$ cat src/rtl/i2c_addr_match_pkg.sv
package i2c_addr_match_pkg;
    localparam int ADDR_W = 7;
    localparam int NPROG  = 4;            // programmable slots: sub1, sub2, sub3, all-call
    localparam int NHIT   = 5;            // device + programmable
    localparam int SEL_W  = 3;

    localparam logic [SEL_W-1:0] SEL_SUB1 = 3'd0;
    localparam logic [SEL_W-1:0] SEL_SUB2 = 3'd1;
    localparam logic [SEL_W-1:0] SEL_SUB3 = 3'd2;
    localparam logic [SEL_W-1:0] SEL_ALLC = 3'd3;
    localparam logic [SEL_W-1:0] SEL_EN   = 3'd4;

    // slot index in the programmable array
    localparam int SLOT_SUB1 = 0;
    localparam int SLOT_SUB2 = 1;
    localparam int SLOT_SUB3 = 2;
    localparam int SLOT_ALLC = 3;

    localparam logic [NPROG-1:0][ADDR_W-1:0] ADDR_RST = {7'h70, 7'h74, 7'h72, 7'h71};
    localparam logic [NPROG-1:0]             EN_RST   = 4'b0001;

    typedef enum logic [2:0] {
        SRC_NONE = 3'd0,
        SRC_DEV  = 3'd1,
        SRC_ALLC = 3'd2,
        SRC_SUB1 = 3'd3,
        SRC_SUB2 = 3'd4,
        SRC_SUB3 = 3'd5
    } src_e;

    typedef struct packed {
        logic [NPROG-1:0][ADDR_W-1:0] addr;
        logic [NPROG-1:0]             en;    // bit0 all-call, bits 1..3 sub1..sub3
    } cfg_t;

    typedef struct packed {
        logic            valid;
        logic            ack;
        logic            rw;
        logic [NHIT-1:0] hits;
        src_e            src;
    } dec_t;
endpackage

$ cat src/rtl/i2c_addr_regfile.sv
module i2c_addr_regfile
    import i2c_addr_match_pkg::*;
(
    input  logic                          clk,
    input  logic                          rst_n,
    input  logic                          reg_wr,
    input  logic [SEL_W-1:0]              reg_sel,
    input  logic [7:0]                    reg_wdata,
    output logic [7:0]                    reg_rdata,
    output logic [NPROG-1:0][ADDR_W-1:0]  addr_o,
    output logic [NPROG-1:0]              en_o
);
    cfg_t cfg_d, cfg_q;

    always_comb begin
        cfg_d = cfg_q;
        if (reg_wr) begin
            if (reg_sel < SEL_EN) begin
                cfg_d.addr[reg_sel[1:0]] = reg_wdata[7:1];
            end else if (reg_sel == SEL_EN) begin
                cfg_d.en = reg_wdata[NPROG-1:0];
            end
        end
    end

    always_ff @(posedge clk) begin
        if (!rst_n) begin
            cfg_q.addr <= ADDR_RST;
            cfg_q.en   <= EN_RST;
        end else begin
            cfg_q <= cfg_d;
        end
    end

    always_comb begin
        reg_rdata = 8'h00;
        if (reg_sel < SEL_EN) begin
            reg_rdata = {cfg_q.addr[reg_sel[1:0]], 1'b0};
        end else if (reg_sel == SEL_EN) begin
            reg_rdata = {{(8-NPROG){1'b0}}, cfg_q.en};
        end
    end

    assign addr_o = cfg_q.addr;
    assign en_o   = cfg_q.en;


    rst_default_chk: assert property (@(posedge clk) disable iff (!rst_n)
        $rose(rst_n) |-> (cfg_q.en == EN_RST && cfg_q.addr == ADDR_RST));


    lsb_zero_chk: assert property (@(posedge clk) disable iff (!rst_n)
        (reg_sel < SEL_EN) |-> (reg_rdata[0] == 1'b0));


    wr_sub1_chk: assert property (@(posedge clk) disable iff (!rst_n)
        (reg_wr && reg_sel == SEL_SUB1) |=> (addr_o[SLOT_SUB1] == $past(reg_wdata[7:1])));
endmodule

$ cat src/rtl/i2c_addr_compare.sv
module i2c_addr_compare
    import i2c_addr_match_pkg::*;
#(
    parameter logic [ADDR_W-1:0] DEV_ADDR = 7'h40
) (
    input  logic [ADDR_W-1:0]             rx_addr,
    input  logic [NPROG-1:0][ADDR_W-1:0]  addr_i,
    input  logic [NPROG-1:0]              en_i,
    output logic [NHIT-1:0]               hits_o,
    output src_e                          src_o
);
    logic [NHIT-1:0] hit_w;

    assign hit_w[0] = (rx_addr == DEV_ADDR);
    assign hit_w[1] = en_i[0] && (rx_addr == addr_i[SLOT_ALLC]);

    genvar g;
    generate
        for (g = 0; g < NPROG - 1; g++) begin : g_sub
            assign hit_w[2+g] = en_i[1+g] && (rx_addr == addr_i[g]);
        end
    endgenerate

    // hit bit order equals priority order: lowest set bit wins
    always_comb begin
        src_o = SRC_NONE;
        for (int i = NHIT - 1; i >= 0; i--) begin
            if (hit_w[i]) src_o = src_e'(3'(i + 1));
        end
    end

    assign hits_o = hit_w;
endmodule

$ cat src/rtl/i2c_addr_match.sv
module i2c_addr_match
    import i2c_addr_match_pkg::*;
#(
    parameter logic [ADDR_W-1:0] DEV_ADDR = 7'h40
) (
    input  logic             clk,
    input  logic             rst_n,
    input  logic             addr_stb,
    input  logic [7:0]       addr_byte,
    input  logic             reg_wr,
    input  logic [2:0]       reg_sel,
    input  logic [7:0]       reg_wdata,
    output logic [7:0]       reg_rdata,
    output logic             valid_o,
    output logic             ack_o,
    output logic             rw_o,
    output logic [4:0]       hit_o,
    output logic [2:0]       src_o
);
    logic [NPROG-1:0][ADDR_W-1:0] addr_w;
    logic [NPROG-1:0]             en_w;
    logic [NHIT-1:0]              hits_w;
    src_e                         src_w;
    dec_t                         dec_d, dec_q;

    i2c_addr_regfile u_regs (
        .clk       (clk),
        .rst_n     (rst_n),
        .reg_wr    (reg_wr),
        .reg_sel   (reg_sel),
        .reg_wdata (reg_wdata),
        .reg_rdata (reg_rdata),
        .addr_o    (addr_w),
        .en_o      (en_w)
    );

    i2c_addr_compare #(.DEV_ADDR(DEV_ADDR)) u_cmp (
        .rx_addr (addr_byte[7:1]),
        .addr_i  (addr_w),
        .en_i    (en_w),
        .hits_o  (hits_w),
        .src_o   (src_w)
    );

    always_comb begin
        dec_d       = dec_q;
        dec_d.valid = addr_stb;
        if (addr_stb) begin
            dec_d.ack  = (src_w != SRC_NONE);
            dec_d.rw   = addr_byte[0];
            dec_d.hits = hits_w;
            dec_d.src  = src_w;
        end
    end

    always_ff @(posedge clk) begin
        if (!rst_n) begin
            dec_q <= '{valid: 1'b0, ack: 1'b0, rw: 1'b0, hits: '0, src: SRC_NONE};
        end else begin
            dec_q <= dec_d;
        end
    end

    assign valid_o = dec_q.valid;
    assign ack_o   = dec_q.ack;
    assign rw_o    = dec_q.rw;
    assign hit_o   = dec_q.hits;
    assign src_o   = dec_q.src;


    dev_hit_chk: assert property (@(posedge clk) disable iff (!rst_n)
        (valid_o && hit_o[0]) |-> ($past(addr_byte[7:1]) == DEV_ADDR));


    sub1_en_chk: assert property (@(posedge clk) disable iff (!rst_n)
        (valid_o && hit_o[2]) |-> $past(en_w[1]));


    dev_prio_chk: assert property (@(posedge clk) disable iff (!rst_n)
        (valid_o && hit_o[0]) |-> (src_o == SRC_DEV));


    hold_chk: assert property (@(posedge clk) disable iff (!rst_n)
        (!valid_o && !$past(!rst_n)) |-> $stable(src_o));
endmodule

$ cat config.mk
export PLATFORM = sky130hd
export DESIGN_NAME = i2c_addr_match
export DESIGN_NICKNAME = d
export VERILOG_FILES = /design/src/rtl/i2c_addr_match_pkg.sv /design/src/rtl/i2c_addr_regfile.sv /design/src/rtl/i2c_addr_compare.sv /design/src/rtl/i2c_addr_match.sv
export SDC_FILE = /design/constraint.sdc
export NUM_CORES = 1
export LEC_CHECK = 0
export BUFFER_PORTS_ARGS = -buffer_cell sky130_fd_sc_hd__buf_2
export CORE_ASPECT_RATIO = 1.5
export CORE_MARGIN = 2
export CORE_UTILIZATION = 55
export CTS_CLUSTER_DIAMETER = 100
export DETAILED_ROUTE_END_ITERATION = 10
export PLACE_DENSITY = 0.79
export SLEW_MARGIN = 5
export SYNTH_ARGS = -nofsm -noshare
export SYNTH_HDL_FRONTEND = slang
export SYNTH_HIERARCHICAL = 1
export SYNTH_SLANG_ARGS = --single-unit
$ cat constraint.sdc
create_clock -name clk -period 2.3 [get_ports clk]
set_input_delay 0.23 -clock clk [delete_from_list [all_inputs] [get_ports clk]]
set_output_delay 0.23 -clock clk [all_outputs]
set_load 0.01 [all_outputs]
# Word level (Yosys, flattened, before mapping)
# Cells that the tools add are included.
# op_classes
n_mux	12
n_reduce_logical	8
n_bitwise	1
n_eq_ne	6
magnitude_cmp	3
# ops
operator	n
bitwise mux 28 bit	1
equality test 7 bit	4
2-to-1 mux 3 bit	5
binary-select mux 7 bit (select 2 bit)	1
demux 7 bit (select 2 bit)	1
2-to-1 mux 7 bit	2
2-to-1 mux 8 bit	1
equality test 7 bit (second input constant)	1
logical AND 1 bit	5
2-to-1 mux 4 bit	1
equality test 3 bit (second input constant)	1
less-than comparator 2 x 3 -> 1 bit (second input constant)	1
less-than comparator 3 bit (second input constant)	1
AND reduction 3 bit	1
nonzero test 3 bit	1
>= comparator 2 x 1 -> 1 bit (second input constant)	1
AND reduction 2 bit	1
NOT 1 bit	1
# totals
out_inout_bits	19
wordCells	40
register_bits	43
in_bits	23

# Depth between registers and ports, before layout
# logic_depth
word_depth	8
depth_mapped	9
mapped_depth_nobuf	8

# Cells and area by module
# The synthesis kept the hierarchy.
# modules_own_cells
module	cells_per_inst	area_each_um2	seq_area_each_um2	instances
i2c_addr_regfile	142	1470.2	640.6	1
i2c_addr_compare	56	427.9	0.0	1
i2c_addr_match	35	404.1	220.2	1

# Worst setup path after synthesis
# Ideal clock, no wire load.
# synth_path
path_kind	input to register
start	input port addr_byte[6]
end	register dec_q (netlist bit ack_o)
t_required_ns	2.180
arrival_ns	1.425
setup_time_ns	0.120
path_slack_ns	0.755
cell_stages	6
n_path_buf	1
cell_sequence	buf_2 > or4b_4 > nor4_4 > nor4_1 > nor3_1 > a21oi_1
# synth_via
elab_cells_between_ends	15
classes_between	5 x eq/ne; 5 x mux; 5 x reduce/logical
# synth_rtl
item	line	source
start: declaration	i2c_addr_match.sv:9	input logic [7:0] addr_byte,
equality test 7 bit	i2c_addr_compare.sv:14	assign hit_w[0] = (rx_addr == DEV_ADDR);
net hits_w[0]	i2c_addr_match.sv:22	logic [NHIT-1:0] hits_w;
2-to-1 mux 3 bit	i2c_addr_compare.sv:28	if (hit_w[i]) src_o = src_e'(3'(i + 1));
net src_w[2]	i2c_addr_match.sv:23	src_e src_w;
nonzero test 3 bit	i2c_addr_match.sv:49	dec_d.ack = (src_w != SRC_NONE);
end signal: assignment	i2c_addr_match.sv:58	dec_q <= '{valid: 1'b0, ack: 1'b0, rw: 1'b0, hits: '0, src: SRC_NONE};
end: declaration	i2c_addr_match.sv:24	dec_t dec_d, dec_q;
# The timed path passes the listed nets, and every way through them passes these cells.
# A chain may end at the register's enable or synchronous reset.

# Worst setup path in the final report
# layout_path
start	input port reg_sel[0]
end	output port reg_rdata[7]
# layout_via
elab_chain_len	3
elab_cells_between_ends	4
classes_between	1 x order compare; 3 x mux
# layout_rtl
item	line	source
start: declaration	i2c_addr_match.sv:11	input logic [2:0] reg_sel,
binary-select mux 7 bit (select 2 bit)	i2c_addr_regfile.sv:38	reg_rdata = {cfg_q.addr[reg_sel[1:0]], 1'b0};
2-to-1 mux 7 bit (not written as such)	i2c_addr_regfile.sv:38	
2-to-1 mux 8 bit *	i2c_addr_regfile.sv:37	if (reg_sel < SEL_EN) begin
end: declaration	i2c_addr_match.sv:13	output logic [7:0] reg_rdata,
# Every way passes the cells marked *; elsewhere a longest branch is shown, timed or not. The select of a mux whose other input is x is not followed.

==> impl_metrics.toml <==
[outcome]
status = "completed"

[hold_path]
hp-class = "in2reg"
hold_end = "u_regs/en_o[0]"
hold_depth = 3
hold_start = "reg_wdata[0]"

[clock_tree]
ctsResizeCount = 0
htree_num_levels = 2
cts_buffers = 5
post_cts_buffers = 0
cts_buffer_depth = 2
clk_latency_ns = 0.29
cts_tree = "yes"
clk_pin_slew_ns = 0.07
holdBufCountCts = 0
cts_root_buf = "clkbuf_8"
cts_sinks = 43

[timing]
hold_violations = 0
worstMarginPinSlew_ns = 0.625
setup_viol_count_final = 0
post-route-min-period_ns = 1.67
fmax_ghz = 0.600
fin_ws_ns = 0.634
setup_tns_ns = 0
slew_headroom_pct = 58.3
drv_slew = 0
period_share_pct = 72.4
finClkSkew_ns = 0.00273
rsz0062_at_grt = "false"

[routing]
vias = 1735
viasPerCell = 5.65
drtIter0Drc = 53
dr.pass1.iters = 4
ant_nets = 0
wirelength_mm = 5.10
post_drt_wl_per_cell_microns = 16.6
drc = 0

[place]
dpl.hpwl_mm = 3.83
gp_congestion = 0.914
port_buffers = 41
dp_slack_ns = 0.611

[worst_setup_path]
reg2reg_to = "ack_o"
r2r_slack_ns = 0.67
reg2regPathDepth = 8
endpoint_kind = "primary output"
reg2reg_from = "u_regs/addr_o[10]"
crit_type = "in2out"
crit_required_ns = 2.07
crit_path_start = "reg_sel[0]"
arrival_ns = 1.44
startpoint_type = "input pin"
path_max_fanout = 16

[floorplanning]
ios = 42
coreArea_sq_um = 3990
fp.dieW_microns = 56.8
initial_core_util_pct = 57.6
rows = 28
die_h_microns = 83.2
dieArea_sq_um = 4730

[layout]
layout_common_cells = "43 x dfxtp_1, 41 x buf_2, 33 x mux2i_1, 22 x xnor2_1, 20 x nand2_1"
nets = 286
regArea_sq_um = 861
fill_cells = 357
multi_input_area_sq_um = 1290
diodes = 0
utilization_pct = 63.0
layout-drive-gt1-share_pct = 22.1
syn2layout_area_growth_pct = 9.24
final_common_cell = "dfxtp_1"

[logic_synthesis]
yosysTopAreaCellShare_pct = 37.4
ys_ff_latch = 43
yosys_warnings = 6
ys_types = 34
syn_inst = 233
yosys-top-cells-area = "dfxtp_1 37%, mux2i_1 14%, xnor2_1 8.4%, nor2b_1 5.2%, mux4_2 3.9%"
avgSynthCellArea_sq_um = 9.88
synth_edf_count = 0
syn_area_sq_um = 2300
syn_nets = 256
ys_seq_area_share_pct = 37.4
synth_top_area_cell = "dfxtp_1"
ys.flop_type = "dfxtp_1"
async_flop_share_pct = 0

[global_routing]
globalRouteTotalUtil_pct = 22.3
grt_pass1_wl_mm = 8.16
antenna_found_initial = 0
overflow = 0
grt_pass1_vias = 1713
grt_max_degree = 41

[power]
leakagePower_nw = 1.01
peakVddDrop_mv = 0.402
p_per_area_nw_per_um2 = 553

[job]
maxCapViolations = 0
==> synth_stat cells (2+ instances only) <==
library cell and count:
xor2_1 6, nor2_1 11, buf_4 3, nand4_1 7, nor2b_1 19, clkbuf_1 4
nand4bb_1 2, nor4_1 2, nand2_1 20, a21oi_1 2, dfxtp_1 43, mux2i_1 33
mux2_1 3, a221o_1 3, xnor2_1 22, nand3_1 12, buf_6 6, mux4_2 4
o21ai_1 10, buf_2 7
==> critical path: stages <==
cell and delay (ns):
buf_2 0.36, mux4_2 0.55, nor2b_1 0.14, buf_2 0.14
==> sequential cells by signal, indices dropped and copies added, names as in the netlist <==
| name | count |
|---|---|
| rw_o | 1 |
| ack_o | 1 |
| src_o | 3 |
| u_regs/addr_o | 28 |
| hit_o | 5 |
| valid_o | 1 |
| u_regs/en_o | 4 |
==> power by group <==
part | internal, mW | leakage [nW] | switching, mW
clock network | 0.202 | 0.0371 | 0.229
logic | 0.0850 | 0.623 | 0.103
registers | 0.760 | 0.349 | 0.0132
==> layer usage <==
| layer | part of all wire [%] | global-route usage [%] | wire (microns) |
|---|---|---|---|
| met1 | 41 | 25.2 | 2080 |
| met2 | 51 | 38.8 | 2620 |
| met3 | 4.3 | 4.52 | 220 |
| met4 | 3.5 | 11.0 | 178 |
| met5 | 0 | 0 | 0 |
==> metrics by stage <==
step                      std cells  hold WS (ns)  power [mW]  instance area, sq um
final                           307         0.168        1.39                  2510
after global routing            307         0.189        1.45                  2510
after CTS                       307         0.170        1.41                  2510
after detailed placement        301         0.474       0.977                  2440
after global placement          301         0.464       0.974                  2440
after floorplan                 233         0.355       0.930                  2300
==> cell type report <==
cell class	count	share of cell area (%)
multi-input combinational	168	51.4
inverter	1	0.149
timing repair buffer	44	9.05
sequential	43	34.2
clock buffer	6	2.89
tap	45	2.24
==> kinds of logic (layout without fill, tap and decap cells) <==
kind of cell / count (synthesis) / count (layout) / share of synthesized area [%]
AND/OR/NAND/NOR: 83 / 83 / 21.4
multiplexers: 40 / 40 / 19.7
flip-flops: 43 / 43 / 37.4
XOR/XNOR: 28 / 28 / 10.7
buffers and inverters: 22 / 51 / 6.41
AO/OA/AOI/OAI: 17 / 17 / 4.46
==> how the worst max path moves through the flow <==
| stage | endpoint | slack [ns] |
|---|---|---|
| floorplan | ack_o | 0.75 |
| global placement | ack_o | 0.64 |
| detailed placement | u_regs/addr_o[10] | 0.61 |
| CTS | reg_rdata[7] | 0.64 |
| global route | ack_o | 0.48 |
| finish | reg_rdata[7] | 0.63 |
Power figures use the tool's default switching activity.
